<file path="src/rtl/mclk_ratio_pkg.sv">
package mclk_ratio_pkg;
  localparam int unsigned RATIO_W = 2;
  localparam int unsigned BAND_W  = 2;

  typedef enum logic [RATIO_W-1:0] {
    RATIO_256 = 2'b00,
    RATIO_512 = 2'b01,
    RATIO_128 = 2'b10
  } ratio_e;

  localparam logic [BAND_W-1:0] BAND_LOW  = 2'b00;
  localparam logic [BAND_W-1:0] BAND_MID  = 2'b01;

  typedef struct packed {
    logic              fixed;
    logic [1:0]        div;
    logic [RATIO_W-1:0] fix;
  } cfg_t;
endpackage

</file>
<file path="src/rtl/mclk_cfg_latch.sv">
module mclk_cfg_latch
  import mclk_ratio_pkg::*;
(
  input  logic clk_i,
  input  logic rst_ni,
  input  logic lock_ok_i,
  input  cfg_t cfg_i,
  input  logic upd_perm_i,
  output cfg_t act_o
);
  cfg_t act_q;

  always_ff @(posedge clk_i or negedge rst_ni) begin
    if (!rst_ni) begin
      act_q <= '0;
    end else if (!lock_ok_i) begin
      act_q <= cfg_i;
    end else if (act_q.fixed && upd_perm_i) begin
      act_q.fix <= cfg_i.fix;
    end
  end

  assign act_o = act_q;

  assert_cfg_frozen_R4: assert property (@(posedge clk_i) disable iff (!rst_ni)
    lock_ok_i |=> ($stable(act_q.fixed) && $stable(act_q.div)));

  assert_fix_needs_perm_R5: assert property (@(posedge clk_i) disable iff (!rst_ni)
    (lock_ok_i && !(act_q.fixed && upd_perm_i)) |=> $stable(act_q.fix));
endmodule

</file>
<file path="src/rtl/mclk_ratio_sel.sv">
module mclk_ratio_sel
  import mclk_ratio_pkg::*;
(
  input  logic               clk_i,
  input  logic               rst_ni,
  input  logic               lock_ok_i,
  input  cfg_t               act_i,
  input  logic [BAND_W-1:0]  band_i,
  output logic [RATIO_W-1:0] ratio_o
);
  ratio_e ratio_nxt;
  ratio_e ratio_q;

  always_comb begin
    if (act_i.fixed) begin
      unique case (act_i.fix)
        2'b01:   ratio_nxt = RATIO_512;
        2'b10:   ratio_nxt = RATIO_128;
        default: ratio_nxt = RATIO_256;
      endcase
    end else begin
      unique case (band_i)
        BAND_LOW: ratio_nxt = act_i.div[0] ? RATIO_256 : RATIO_512;
        BAND_MID: ratio_nxt = act_i.div[1] ? RATIO_512 : RATIO_256;
        default:  ratio_nxt = RATIO_128;
      endcase
    end
  end

  // ratio only advances while lock is valid
  always_ff @(posedge clk_i or negedge rst_ni) begin
    if (!rst_ni)        ratio_q <= RATIO_512;
    else if (lock_ok_i) ratio_q <= ratio_nxt;
  end

  assign ratio_o = ratio_q;

  assert_ratio_legal_R10: assert property (@(posedge clk_i) disable iff (!rst_ni)
    ratio_o != 2'b11);

  assert_ratio_hold_R10: assert property (@(posedge clk_i) disable iff (!rst_ni)
    !lock_ok_i |=> $stable(ratio_o));
endmodule

</file>
<file path="src/rtl/mclk_mute_timer.sv">
module mclk_mute_timer #(
  parameter int unsigned HOLD_CYC = 16
) (
  input  logic clk_i,
  input  logic rst_ni,
  input  logic lock_ok_i,
  output logic mute_o
);
  localparam int unsigned CNT_W = $clog2(HOLD_CYC + 1);
  localparam logic [CNT_W-1:0] CNT_INIT = CNT_W'(HOLD_CYC);

  logic             lock_q;
  logic             mute_q;
  logic [CNT_W-1:0] cnt_q;

  always_ff @(posedge clk_i or negedge rst_ni) begin
    if (!rst_ni) begin
      lock_q <= 1'b0;
      mute_q <= 1'b1;
      cnt_q  <= CNT_INIT;
    end else begin
      lock_q <= lock_ok_i;
      if (!lock_ok_i || !lock_q) begin
        mute_q <= 1'b1;
        cnt_q  <= CNT_INIT;
      end else if (cnt_q != '0) begin
        cnt_q  <= cnt_q - 1'b1;
      end else begin
        mute_q <= 1'b0;
      end
    end
  end

  assign mute_o = mute_q;

  assert_mute_unlocked_R9: assert property (@(posedge clk_i) disable iff (!rst_ni)
    !lock_ok_i |=> mute_o);

  assert_mute_relock_R9: assert property (@(posedge clk_i) disable iff (!rst_ni)
    (lock_ok_i && !lock_q) |=> mute_o);

  assert_mute_quiet_R6: assert property (@(posedge clk_i) disable iff (!rst_ni)
    (!mute_o && lock_ok_i && lock_q) |=> !mute_o);
endmodule

</file>
<file path="src/rtl/mclk_ratio_ctrl.sv">
module mclk_ratio_ctrl
  import mclk_ratio_pkg::*;
#(
  parameter int unsigned HOLD_CYC = 16
) (
  input  logic       clk_i,
  input  logic       rst_ni,
  input  logic       lock_i,
  input  logic [1:0] band_i,
  input  logic [1:0] lim_i,
  input  logic       pll_stop_i,
  input  logic       mode_i,
  input  logic [1:0] div_i,
  input  logic [1:0] fix_i,
  input  logic       upd_perm_i,
  output logic       clk_sel_o,
  output logic [1:0] ratio_o,
  output logic       pll_en_o,
  output logic       mute_o
);
  logic over_lim;
  logic lock_ok;
  cfg_t cfg_in;
  cfg_t cfg_act;
  logic clk_sel_q;
  logic pll_en_q;

  assign over_lim = band_i > lim_i;
  assign lock_ok  = lock_i && !pll_stop_i && !over_lim;
  assign cfg_in   = '{fixed: mode_i, div: div_i, fix: fix_i};

  always_ff @(posedge clk_i or negedge rst_ni) begin
    if (!rst_ni) begin
      clk_sel_q <= 1'b0;
      pll_en_q  <= 1'b0;
    end else begin
      clk_sel_q <= lock_ok;
      pll_en_q  <= !pll_stop_i;
    end
  end

  assign clk_sel_o = clk_sel_q;
  assign pll_en_o  = pll_en_q;

  mclk_cfg_latch u_cfg (
    .clk_i      (clk_i),
    .rst_ni     (rst_ni),
    .lock_ok_i  (lock_ok),
    .cfg_i      (cfg_in),
    .upd_perm_i (upd_perm_i),
    .act_o      (cfg_act)
  );

  mclk_ratio_sel u_sel (
    .clk_i     (clk_i),
    .rst_ni    (rst_ni),
    .lock_ok_i (lock_ok),
    .act_i     (cfg_act),
    .band_i    (band_i),
    .ratio_o   (ratio_o)
  );

  mclk_mute_timer #(.HOLD_CYC(HOLD_CYC)) u_mute (
    .clk_i     (clk_i),
    .rst_ni    (rst_ni),
    .lock_ok_i (lock_ok),
    .mute_o    (mute_o)
  );

  assert_xtal_on_unlock_R1: assert property (@(posedge clk_i) disable iff (!rst_ni)
    !lock_i |=> !clk_sel_o);

  assert_xtal_over_lim_R7: assert property (@(posedge clk_i) disable iff (!rst_ni)
    (band_i > lim_i) |=> (!clk_sel_o && mute_o));

  assert_stop_R8: assert property (@(posedge clk_i) disable iff (!rst_ni)
    pll_stop_i |=> (!pll_en_o && !clk_sel_o));

  assert_run_R8: assert property (@(posedge clk_i) disable iff (!rst_ni)
    !pll_stop_i |=> pll_en_o);
endmodule

</file>
<file path="config.mk">
export PLATFORM = sky130hd
export DESIGN_NAME = mclk_ratio_ctrl
export DESIGN_NICKNAME = d
export VERILOG_FILES = /design/src/rtl/mclk_ratio_pkg.sv /design/src/rtl/mclk_cfg_latch.sv /design/src/rtl/mclk_ratio_sel.sv /design/src/rtl/mclk_mute_timer.sv /design/src/rtl/mclk_ratio_ctrl.sv
export SDC_FILE = /design/constraint.sdc
export NUM_CORES = 1
export LEC_CHECK = 0
export BUFFER_PORTS_ARGS = -buffer_cell sky130_fd_sc_hd__buf_4
export CORE_MARGIN = 3
export CORE_UTILIZATION = 50
export DETAILED_ROUTE_END_ITERATION = 12
export PLACE_DENSITY_LB_ADDON = 0.08
export SYNTH_ARGS = -nofsm -noshare
export SYNTH_HDL_FRONTEND = slang
export SYNTH_HIERARCHICAL = 1
export SYNTH_SLANG_ARGS = --single-unit
</file>
<file path="constraint.sdc">
create_clock -name clk_i -period 2 [get_ports clk_i]
set_clock_uncertainty 0.2 [all_clocks]
set_input_delay 0.1 -clock clk_i [delete_from_list [all_inputs] [get_ports clk_i]]
set_output_delay 0.1 -clock clk_i [all_outputs]
set_load 0.02 [all_outputs]
</file>
==> impl_results.md, run 1 <==
* Die ar. at 2010 µm²
* Max Cap Viol at 0
* M3 GR Usage at 0.0279
* Area Overhead vs Synth at 42.2%
* Post-Syn Nets at 80
* Final WL at ~1600 µm
* Peak VDD IR at 0.378 mV
* Rel. slew slack at 0.587
* Worst Path Required at 1.98 ns
* Mean routed wirelength per cell at 14.7 µm
* CTS tree: built
* Syn Std Cell Area at 753 µm²
* 1st-pass router iterations at 4
* Hold_ws at 0.0381 ns
* Leak at 0.000513 µW
* Die X at 44.8 µm
* Total number of vias at 570
* Mapped Cells at 63
* Fin cells at 111
* Initial core utilization at 0.558
* Gr busiest metal: met2
* Max Buffers Root-to-Sink at 2
* Most frequent cells in the layout: buf_4 (18), dfrtp_1 (13), dlygate4sd3_1 (11)
* Final Hold Fails at 0
* Rows at 13
* Gpl congestion at approximately 0.68
* Final Util at 0.793
* Setup WS pre-CTS at 0.189 ns
* Seq cells post-synth at 16
* I/O pin count at 19
* Cell taking the most area after synthesis: dfrtp_1
* Async set-reset flop share out of synthesis at 1.00
* Die height at 44.8 µm
* Postcts setup bufs at 0
* Crit path max-delay cell type: dlygate4sd3_1
* Synth area leaders: dfrtp_1 (43%), dfstp_2 (10%), ha_1 (5.0%)
* Fin worst setup slack at ~0.076 ns
* Maximum fanout along the worst path at 3
* CP peak stage delay at between 0.5 and 0.6 ns
* Ys flop type: dfrtp_1
* Worst-margin pin slew at 0.617 ns
* CP cell instances: dlygate4sd3_1 > buf_4 > inv_1 > ha_1 > nand2_1 > o21ai_1 > and3_4 > a21boi_4 > mux2_4
* Initial antenna violation count at 0
* TritonCTS buffer count at 3
* Post-synth EDFFs at 0
* Diodes inserted at 0
* Fraction of layout cells with a size suffix above 1 at 0.396
* Inst Count DP at 96
* Sequential fraction of the synthesis area at 0.537
* Final min period at 1.92 ns
* Path type of the worst min-delay path: in -> reg
* DRT iter0 DRCs at 7
* Netlist cell types at 27
* Syn avg cell area at ~12 µm²
* Status: complete, no violations
* Number of global-route vias before repair at 586
* Worst-Skew Late Latency at 0.28 ns
* Syn. warnings at 6
* Nets@finish at 114
* CP Class: in -> reg
* Total Routing Usage GR at 0.187
* Pin count of the biggest net entering global routing at 14
* Crit path arrival time at 1.90 ns
* Antenna-violating nets left at 0
* Fill count at 89
* DRC at 0
* First-pass GRT wire length at 2620 µm
* Core area at 1350 µm²
* Crit. End Element: flop
* GR Util met2 at 0.312
* PwrDens at around 700 nW/µm²
* Tcrit/Tclk final at 0.962
* CTS root buf: clkbuf_4
* IO buf count at 18
* Setup Viol. Count Final at 0
* Vias/cell at 5.14
* HPWL after DPL at 962 µm
* Slew Viols, Final at 0
* Synth top area share at 0.432
* Total gr overflow at 0
* Clock sinks at 16
* Clk slew on worst S/H paths at 0.10 ns
* CP Launch Type: input port
* Commonest non-fill, non-tap cell in the layout: buf_4
* H-tree depth at 1
* Fmax at a little over 500 MHz
* GRT met1 Usage at 0.239
[layout make-up]
type	instances	area, µm²	area share
Clock buffer	4	36.3	0.0339
Inverter	7	26.3	0.0245
Multi-Input combinational cell	39	329	0.307
Sequential cell	16	404	0.377
Tap cell	15	18.8	0.0175
Timing Repair Buffer	30	256	0.239
[power breakdown]
part / internal, µW / total (µW) / switching (µW)
sequential: 351 / 369 / 17.9
clock: 111 / 216 / 105
combinational: 83.6 / 146 / 62.3
total: 545 / 731 / 185
[critical path, delay by kind of cell]
kind,cells,cell delay (ns)
buffers and inverters,3,0.71
muxes,1,0.31
AOI/OAI and AO/OA,2,0.27
adders and majority gates,1,0.26
and+or+nand+nor,2,0.26
[metrics by stage]
step | total power, µW | instance area [µm²] | TNS, ns
after floorplan | 437 | 753 | 0
after global placement | 493 | 910 | 0
after detailed placement | 496 | 910 | 0
after CTS | 730 | 1060 | 0
after global routing | 766 | 1070 | -0.0276
final | 731 | 1070 | 0
[timing repair]
item                                    in CTS  in global routing
endpoints found under the setup margin       0                 11
endpoints found under the hold margin       23                  0
hold buffers                                11                  0
gates resized for setup                      0                  4
[registers in the layout, indices dropped and copies added, names as in the netlist]
name / flops
pll_en_o: 1
u_sel/ratio_o: 2
u_mute/lock_q: 1
clk_sel_o: 1
u_cfg/act_o: 5
u_mute/cnt_q: 5
u_mute/mute_o: 1
[cell usage after synthesis, drive strengths merged, types with 2 or more instances]
master / n
dfrtp: 13
inv: 7
mux2: 5
a21oi: 4
nand2: 4
nor2: 4
dfstp: 3
ha: 3
a21o: 2
nand2b: 2
nand3b: 2
[cells by family (layout without fill, tap and decap cells)]
family          after synthesis  count (layout)  synth area share
fa+ha+maj                     3               3            0.0498
xor+xnor                      1               1            0.0116
mux                           5               5            0.0847
compound gates               12              12             0.140
buf+inv                       8              41            0.0415
flops                        16              16             0.537
simple gates                 18              18             0.136
[routing by layer]
| layer | up-vias | wire, µm |
|---|---|---|
| li1 | 280 | - |
| met1 | 273 | 737 |
| met2 | 15 | 806 |
| met3 | 2 | 69 |
| met4 | 0 | 20 |
| met5 | - | 0 |
[worst paths after layout]
| kind | from | endpoint | slack (ns) | depth (start not counted) |
|---|---|---|---|---|
| max in group asynchronous | rst_ni | u_mute/lock_q$_DFF_PN0_ | 0.45 | 3 |
| worst max register to register | u_mute/cnt_q[0]$_DFFE_PN0P_ | u_mute/cnt_q[0]$_DFFE_PN0P_ | 0.19 | 5 |
| worst min register to register | u_sel/ratio_o[1]$_DFFE_PN0P_ | u_sel/ratio_o[1]$_DFFE_PN0P_ | 0.31 | 1 |
| worst max-delay path | band_i[0] | u_cfg/act_o[0]$_DFFE_PN0P_ | 0.08 | 9 |
| min in group asynchronous | rst_ni | u_sel/ratio_o[0]$_DFFE_PN1P_ | 0.13 | 2 |
| worst min-delay path | band_i[1] | u_sel/ratio_o[1]$_DFFE_PN0P_ | 0.04 | 4 |
Power figures use the tool's default switching activity.
==> inputs of run 2 (changes only) <==
- CORE_UTILIZATION: 50 -> 54
- clock period: 2 -> 2.4 ns (I/O delays scaled with it)
==> run 2 against run 1 <==
Final area decreased by 2.5%. Clock power decreased by 15%. Register-to-register slack improved by 0.34 ns. Combinational power decreased by 16%. Clock-buffer cell count unchanged. Worst hold slack got worse by 0.030 ns.
==> impl_results.md, run 2 (synthesis results as in run 1) <==
* Crit. End Element: flop
* Fmax at 462 MHz
* Setup TNS at 0 ns (unchanged)
* Commonest non-fill, non-tap cell in the layout: buf_4
* Mean routed wirelength per cell at 16.9 µm (+15%)
* Status: complete, no violations
* Die ar. at 1880 µm² (-6.4%)
* Leak at 0.000507 µW (-1.1%)
* Post-route cell area at 1040 µm² (-2.5%)
* Total Routing Usage GR at 0.226 (+0.0387)
* Antenna-violating nets left at 0 (unchanged)
* Worst-Skew Late Latency at 0.29 ns (about the same)
* Diodes inserted at 0 (unchanged)
* Final Hold Fails at 0 (unchanged)
* Gpl congestion at 0.730 (+7.3%)
* Postcts setup bufs at 0 (unchanged)
* Max Cap Viol at 0 (unchanged)
* Slew Viols, Final at 0 (unchanged)
* I/O pin count at 19 (unchanged)
* Placed Area at 908 µm² (-0.14%)
* Die X at 43.3 µm (-3.3%)
* Fraction of layout cells with a size suffix above 1 at 0.368 (-0.0274)
* CP Launch Type: input port
* Final min period at roughly 2.2 ns
* Unrepaired setup endpoints after global routing: false
* Worst Path Required at 2.42 ns (+0.44 ns)
* Worst path most repeated cell: buf_4
* PwrDens at 587 nW/µm² (-14%)
* CP peak stage delay at 0.53 ns (-0.02 ns)
* Max Buffers Root-to-Sink at 2 (unchanged)
* Crit path arrival time at 2.18 ns (+0.28 ns)
* Maximum fanout along the worst path at 10 (+7)
* Clock sinks at 16 (unchanged)
* Total number of vias at 610 (+7.0%)
* Final WL at 1850 µm (+13%)
* Initial antenna violation count at 0 (unchanged)
* Tcrit/Tclk final at 0.901
* Fill count at 58 (-35%)
* Die height at 43.3 µm (-3.3%)
* Area Overhead vs Synth at 38.7%
* CTS root buf: clkbuf_4
* IO buf count at 18 (unchanged)
* Rel. slew slack at 0.809 (+0.222)
* Most frequent cells in the layout: buf_4 (19), dfrtp_1 (13), dlygate4sd3_1 (10)
* Nets@finish at 113 (-0.88%)
* Pin count of the biggest net entering global routing at 17 (+3)
* Setup slack, reg-to-reg at 0.53 ns (+0.34 ns)
* First-pass GRT wire length at 3080 µm (+18%)
* Post-cts resize count at 0 (unchanged)
* Number of global-route vias before repair at 674 (+15%)
* CP cell instances: dlygate4sd3_1 > buf_4 > ha_1 > nor2b_1 > o21ai_1 > and3_1 > buf_4 > and4b_1 > a21oi_1 > o41ai_2
* Path type of the worst min-delay path: in -> async
* 1st-pass router iterations at 4 (unchanged)
* Peak VDD IR at 0.465 mV (+23%)
* Setup Viol. Count Final at 0 (unchanged)
* Worst-margin pin slew at 0.286 ns (-0.331 ns)
* CTS tree: built
* Core area at 1200 µm² (-11%)
* Clk slew on worst S/H paths at 0.10 ns (about the same)
* Rows at 12 (-1)
* TritonCTS buffer count at 3 (unchanged)
* Crit path max-delay cell type: dlygate4sd3_1
* Vias/cell at 5.60 (+9.0%)
* CP Class: in -> reg
* Cts hold-fix bufs at 10 (-1)
* Total gr overflow at 0 (unchanged)
* HPWL after DPL at 1190 µm (+24%)
* DRT iter0 DRCs at 21 (+14)
* DRC at 0 (unchanged)
* H-tree depth at 1 (unchanged)
* Initial core utilization at 0.627 (+0.0692)
[run 2: path summary, 6_finish.rpt]
path	start	end	cells after the start
worst max-delay path	band_i[1]	u_sel/ratio_o[0]$_DFFE_PN1P_	10
worst min-delay path	rst_ni	clk_sel_o$_DFF_PN0_	2
worst max register to register	u_mute/cnt_q[1]$_DFFE_PN0P_	u_mute/cnt_q[1]$_DFFE_PN0P_	5
worst min register to register	u_cfg/act_o[3]$_DFFE_PN0N_	u_cfg/act_o[3]$_DFFE_PN0N_	1
max in group asynchronous	rst_ni	u_mute/mute_o$_DFFE_PN1P_	2
min in group clk_i	lock_i	clk_sel_o$_DFF_PN0_	3
[run 2: area by class of cell]
type,instances,area [µm²],area share
clock buffer,4,36.3,0.0347
timing repair buffer,29,243,0.232
multi-input combinational,39,318,0.304
sequential,16,404,0.387
inverter,7,26.3,0.0251
tap,14,17.5,0.0168
[run 2: stage by stage]
step	instances	setup slack [ns]	utilization	power [µW]	hold slack, ns
after floorplan	63	0.571	-	365	-0.376
after global placement	95	0.578	0.756	410	-0.218
after detailed placement	95	0.524	0.756	419	-0.211
after CTS	109	0.248	0.870	608	0.0220
after global routing	109	0.127	0.870	634	0.0299
final	109	0.237	0.870	614	0.00809
[run 2: routing by layer]
metal	vias up	wire length [µm]	part of all wire	global-route usage
met3	9	117	0.063	0.0415
met5	-	0	0	0
met4	0	55	0.030	0.145
met2	33	916	0.50	0.375
li1	279	-	-	-
met1	289	756	0.41	0.268
[run 2: power breakdown]
| part | total, µW | switching (µW) | internal (µW) |
|---|---|---|---|
| registers | 308 | 15.9 | 292 |
| logic | 122 | 56.1 | 66.3 |
| clock network | 183 | 90.8 | 92.4 |
| total | 614 | 163 | 451 |
[run 2: worst max-delay path, delay by kind of cell]
family	cells	cell delay, ns
buffers and inverters	3	0.86
and+or+nand+nor	3	0.55
AOI/OAI and AO/OA	3	0.36
adders and majority gates	1	0.29
==> inputs of run 3 (changes only) <==
- CORE_UTILIZATION: 54 -> 49
- SYNTH_HIERARCHICAL: 1 -> unset
- clock period: 2.4 -> 2.1 ns (I/O delays scaled with it)
==> run 3 against run 2 <==
Cell count is 2.8% lower. First-iteration DRC count fell by 86%. Register-to-register slack worse by 0.31 ns. Power fell by 0.18%. Largest cell class unchanged. Largest power group unchanged.
==> impl_results.md, run 3 <==
* Status: complete, no violations
* Unrepaired setup endpoints after global routing: false
* Diodes inserted at 0 (unchanged)
* Gpl congestion at 0.730 (unchanged)
* Sequential fraction of the synthesis area at 0.537 (+0.000689)
* Die ar. at 1930 µm² (+2.8%)
* Setup TNS at 0 ns (unchanged)
* CP Launch Type: flop
* PwrDens at 644 nW/µm² (+9.7%)
* Pin count of the biggest net entering global routing at 16 (-1)
* Fraction of layout cells with a size suffix above 1 at 0.352 (-0.0168)
* CTS tree: built
* Rel. slew slack at 0.785 (-0.0249)
* Max Buffers Root-to-Sink at 2 (unchanged)
* Syn. warnings at 0 (-6)
* Core area at 1330 µm² (+11%)
* Post-route cell area at 951 µm² (-9.0%)
* CP peak stage delay at 0.41 ns (-0.12 ns)
* CP Class: reg -> reg
* Most frequent cells in the layout: buf_4 (18), dfrtp_1 (12), inv_1 (7), mux2_2 (7), dlygate4sd3_1 (7)
* Commonest non-fill, non-tap cell in the layout: buf_4
* Initial antenna violation count at 0 (unchanged)
* Crit. End Element: flop
* Mapped Cells at 63 (unchanged)
* Async set-reset flop share out of synthesis at 1.00 (unchanged)
* Clock sinks at 15 (-1)
* Number of global-route vias before repair at 548 (-19%)
* Post-Syn Nets at 80 (unchanged)
* Maximum fanout along the worst path at 5 (-5)
* Post-synth top cells: dfrtp_1 (12), inv_1 (7), mux2_2 (7), nor2_1 (4)
* Netlist cell types at 23 (-15%)
* Seq cells post-synth at 15 (-1)
* H-tree depth at 1 (unchanged)
* Die height at 44.0 µm (+1.4%)
* Top-count cell post-synth: dfrtp_1
* Final WL at 1230 µm (-34%)
* Initial core utilization at 0.529 (-0.0980)
* Path type of the worst min-delay path: in -> async
* DRC at 0 (unchanged)
* First-pass GRT wire length at 2100 µm (-32%)
* Total gr overflow at 0 (unchanged)
* Final Hold Fails at 0 (unchanged)
* Total chip power at 613 µW (-0.18%)
* I/O pin count at 19 (unchanged)
* Total Routing Usage GR at 0.147 (-0.0794)
* Worst-Skew Late Latency at 0.27 ns (-0.02 ns)
* Placed Area at 855 µm² (-5.9%)
* Fmax at between 500 and 600 MHz
* Setup Viol. Count Final at 0 (unchanged)
* Syn Std Cell Area at 706 µm² (-6.3%)
* Worst Path Required at 2.05 ns (-0.37 ns)
* Synth area leaders: dfrtp_1 (43%), dfstp_2 (11%), mux2_2 (11%)
* Rows at 13 (+1)
* Antenna-violating nets left at 0 (unchanged)
* Nets@finish at 109 (-3.5%)
* Crit path arrival time at 1.83 ns (-0.35 ns)
* Cts hold-fix bufs at 7 (-3)
* Post-synth EDFFs at 0 (unchanged)
* Leak at 0.000470 µW (-7.3%)
* Post-cts resize count at 0 (unchanged)
* Tcrit/Tclk final at 0.894
* Synth top area share at 0.426 (-0.00636)
* 1st-pass router iterations at 3 (-1)
* Vias/cell at 5.16 (-7.8%)
* Postcts setup bufs at 0 (unchanged)
* TritonCTS buffer count at 3 (unchanged)
* Peak VDD IR at 0.541 mV (+16%)
* HPWL after DPL at 941 µm (-21%)
* Crit path max-delay cell type: dfrtp_1
* CTS root buf: clkbuf_4
* Slew Viols, Final at 0 (unchanged)
* Cell taking the most area after synthesis: dfrtp_1
* Max Cap Viol at 0 (unchanged)
* Final min period at 1.88 ns
* Syn avg cell area at 11.2 µm² (-6.3%)
* CP cell instances: inv_1 > ha_1 > or3b_1 > or2_0 > xnor2_1 > nor2_1
* Die X at 44.0 µm (+1.4%)
* Total number of vias at 547 (-10%)
* IO buf count at 18 (unchanged)
* Fill count at 108 (+86%)
* Ys flop type: dfrtp_1
* Area Overhead vs Synth at 34.8%
* Worst-margin pin slew at 0.323 ns (+0.0373 ns)
* DRT iter0 DRCs at 3 (-86%)
* Mean routed wirelength per cell at 11.6 µm (-32%)
* Clk slew on worst S/H paths at 0.09 ns (about the same)
-- run 3: logic make-up after synthesis --
kind of cell,Yosys count,synth area share
xor+xnor,1,0.0124
compound gates,9,0.0851
buf+inv,8,0.0443
mux,7,0.112
flops,15,0.537
fa+ha+maj,3,0.0532
simple gates,20,0.156
-- run 3: worst max-delay path: cells and delay by family (launching register included) --
family                   cells  cell delay (ns)
XOR/XNOR                     1             0.18
adder cells (fa/ha/maj)      1             0.17
buffers and inverters        1             0.06
flip-flops                   1             0.41
AND/OR/NAND/NOR              3             0.73
-- run 3: per-layer routing --
layer  share of wire  global-route usage
met5               0                   0
met4          0.0098              0.0542
met3           0.033              0.0249
met2            0.49               0.259
met1            0.46               0.177
-- run 3: stage by stage --
step                std cells  hold WS (ns)  worst slack [ns]  utilization
floorplan                  63        -0.391             0.330            -
global placement           95        -0.230             0.270        0.641
detailed placement         95        -0.230             0.234        0.641
CTS                       106        0.0155             0.221        0.713
global route              106        0.0434            0.0941        0.713
finish                    106        0.0169             0.223        0.713
-- run 3: worst paths after layout --
check,start,endpoint,slack [ns],depth (start not counted)
min,rst_ni,u_cfg.act_o[2]$_DFFE_PN0N_,0.02,2
min reg2reg,u_mute.mute_o$_DFFE_PN1P_,u_mute.mute_o$_DFFE_PN1P_,0.32,1
max in group asynchronous,rst_ni,u_mute.cnt_q[4]$_DFFE_PN1P_,1.44,2
min in group clk_i,upd_perm_i,u_cfg.act_o[0]$_DFFE_PN0P_,0.04,4
max,u_mute.cnt_q[0]$_DFFE_PN0P_,u_mute.cnt_q[0]$_DFFE_PN0P_,0.22,6
max reg2reg,u_mute.cnt_q[0]$_DFFE_PN0P_,u_mute.cnt_q[0]$_DFFE_PN0P_,0.22,6
-- run 3: power by group --
part / internal, µW / switching [µW]
clock: 73.4 / 86.1
sequential: 315 / 13.8
combinational: 69.7 / 54.8
-- run 3: layout make-up --
| type | count | area, µm² | share of cell area |
|---|---|---|---|
| flip-flops and latches | 15 | 379 | 0.399 |
| multi-input cells | 40 | 295 | 0.311 |
| inverters | 7 | 26.3 | 0.0276 |
| well taps | 15 | 18.8 | 0.0197 |
| clock buffers | 4 | 26.3 | 0.0276 |
| repair buffers | 25 | 205 | 0.216 |
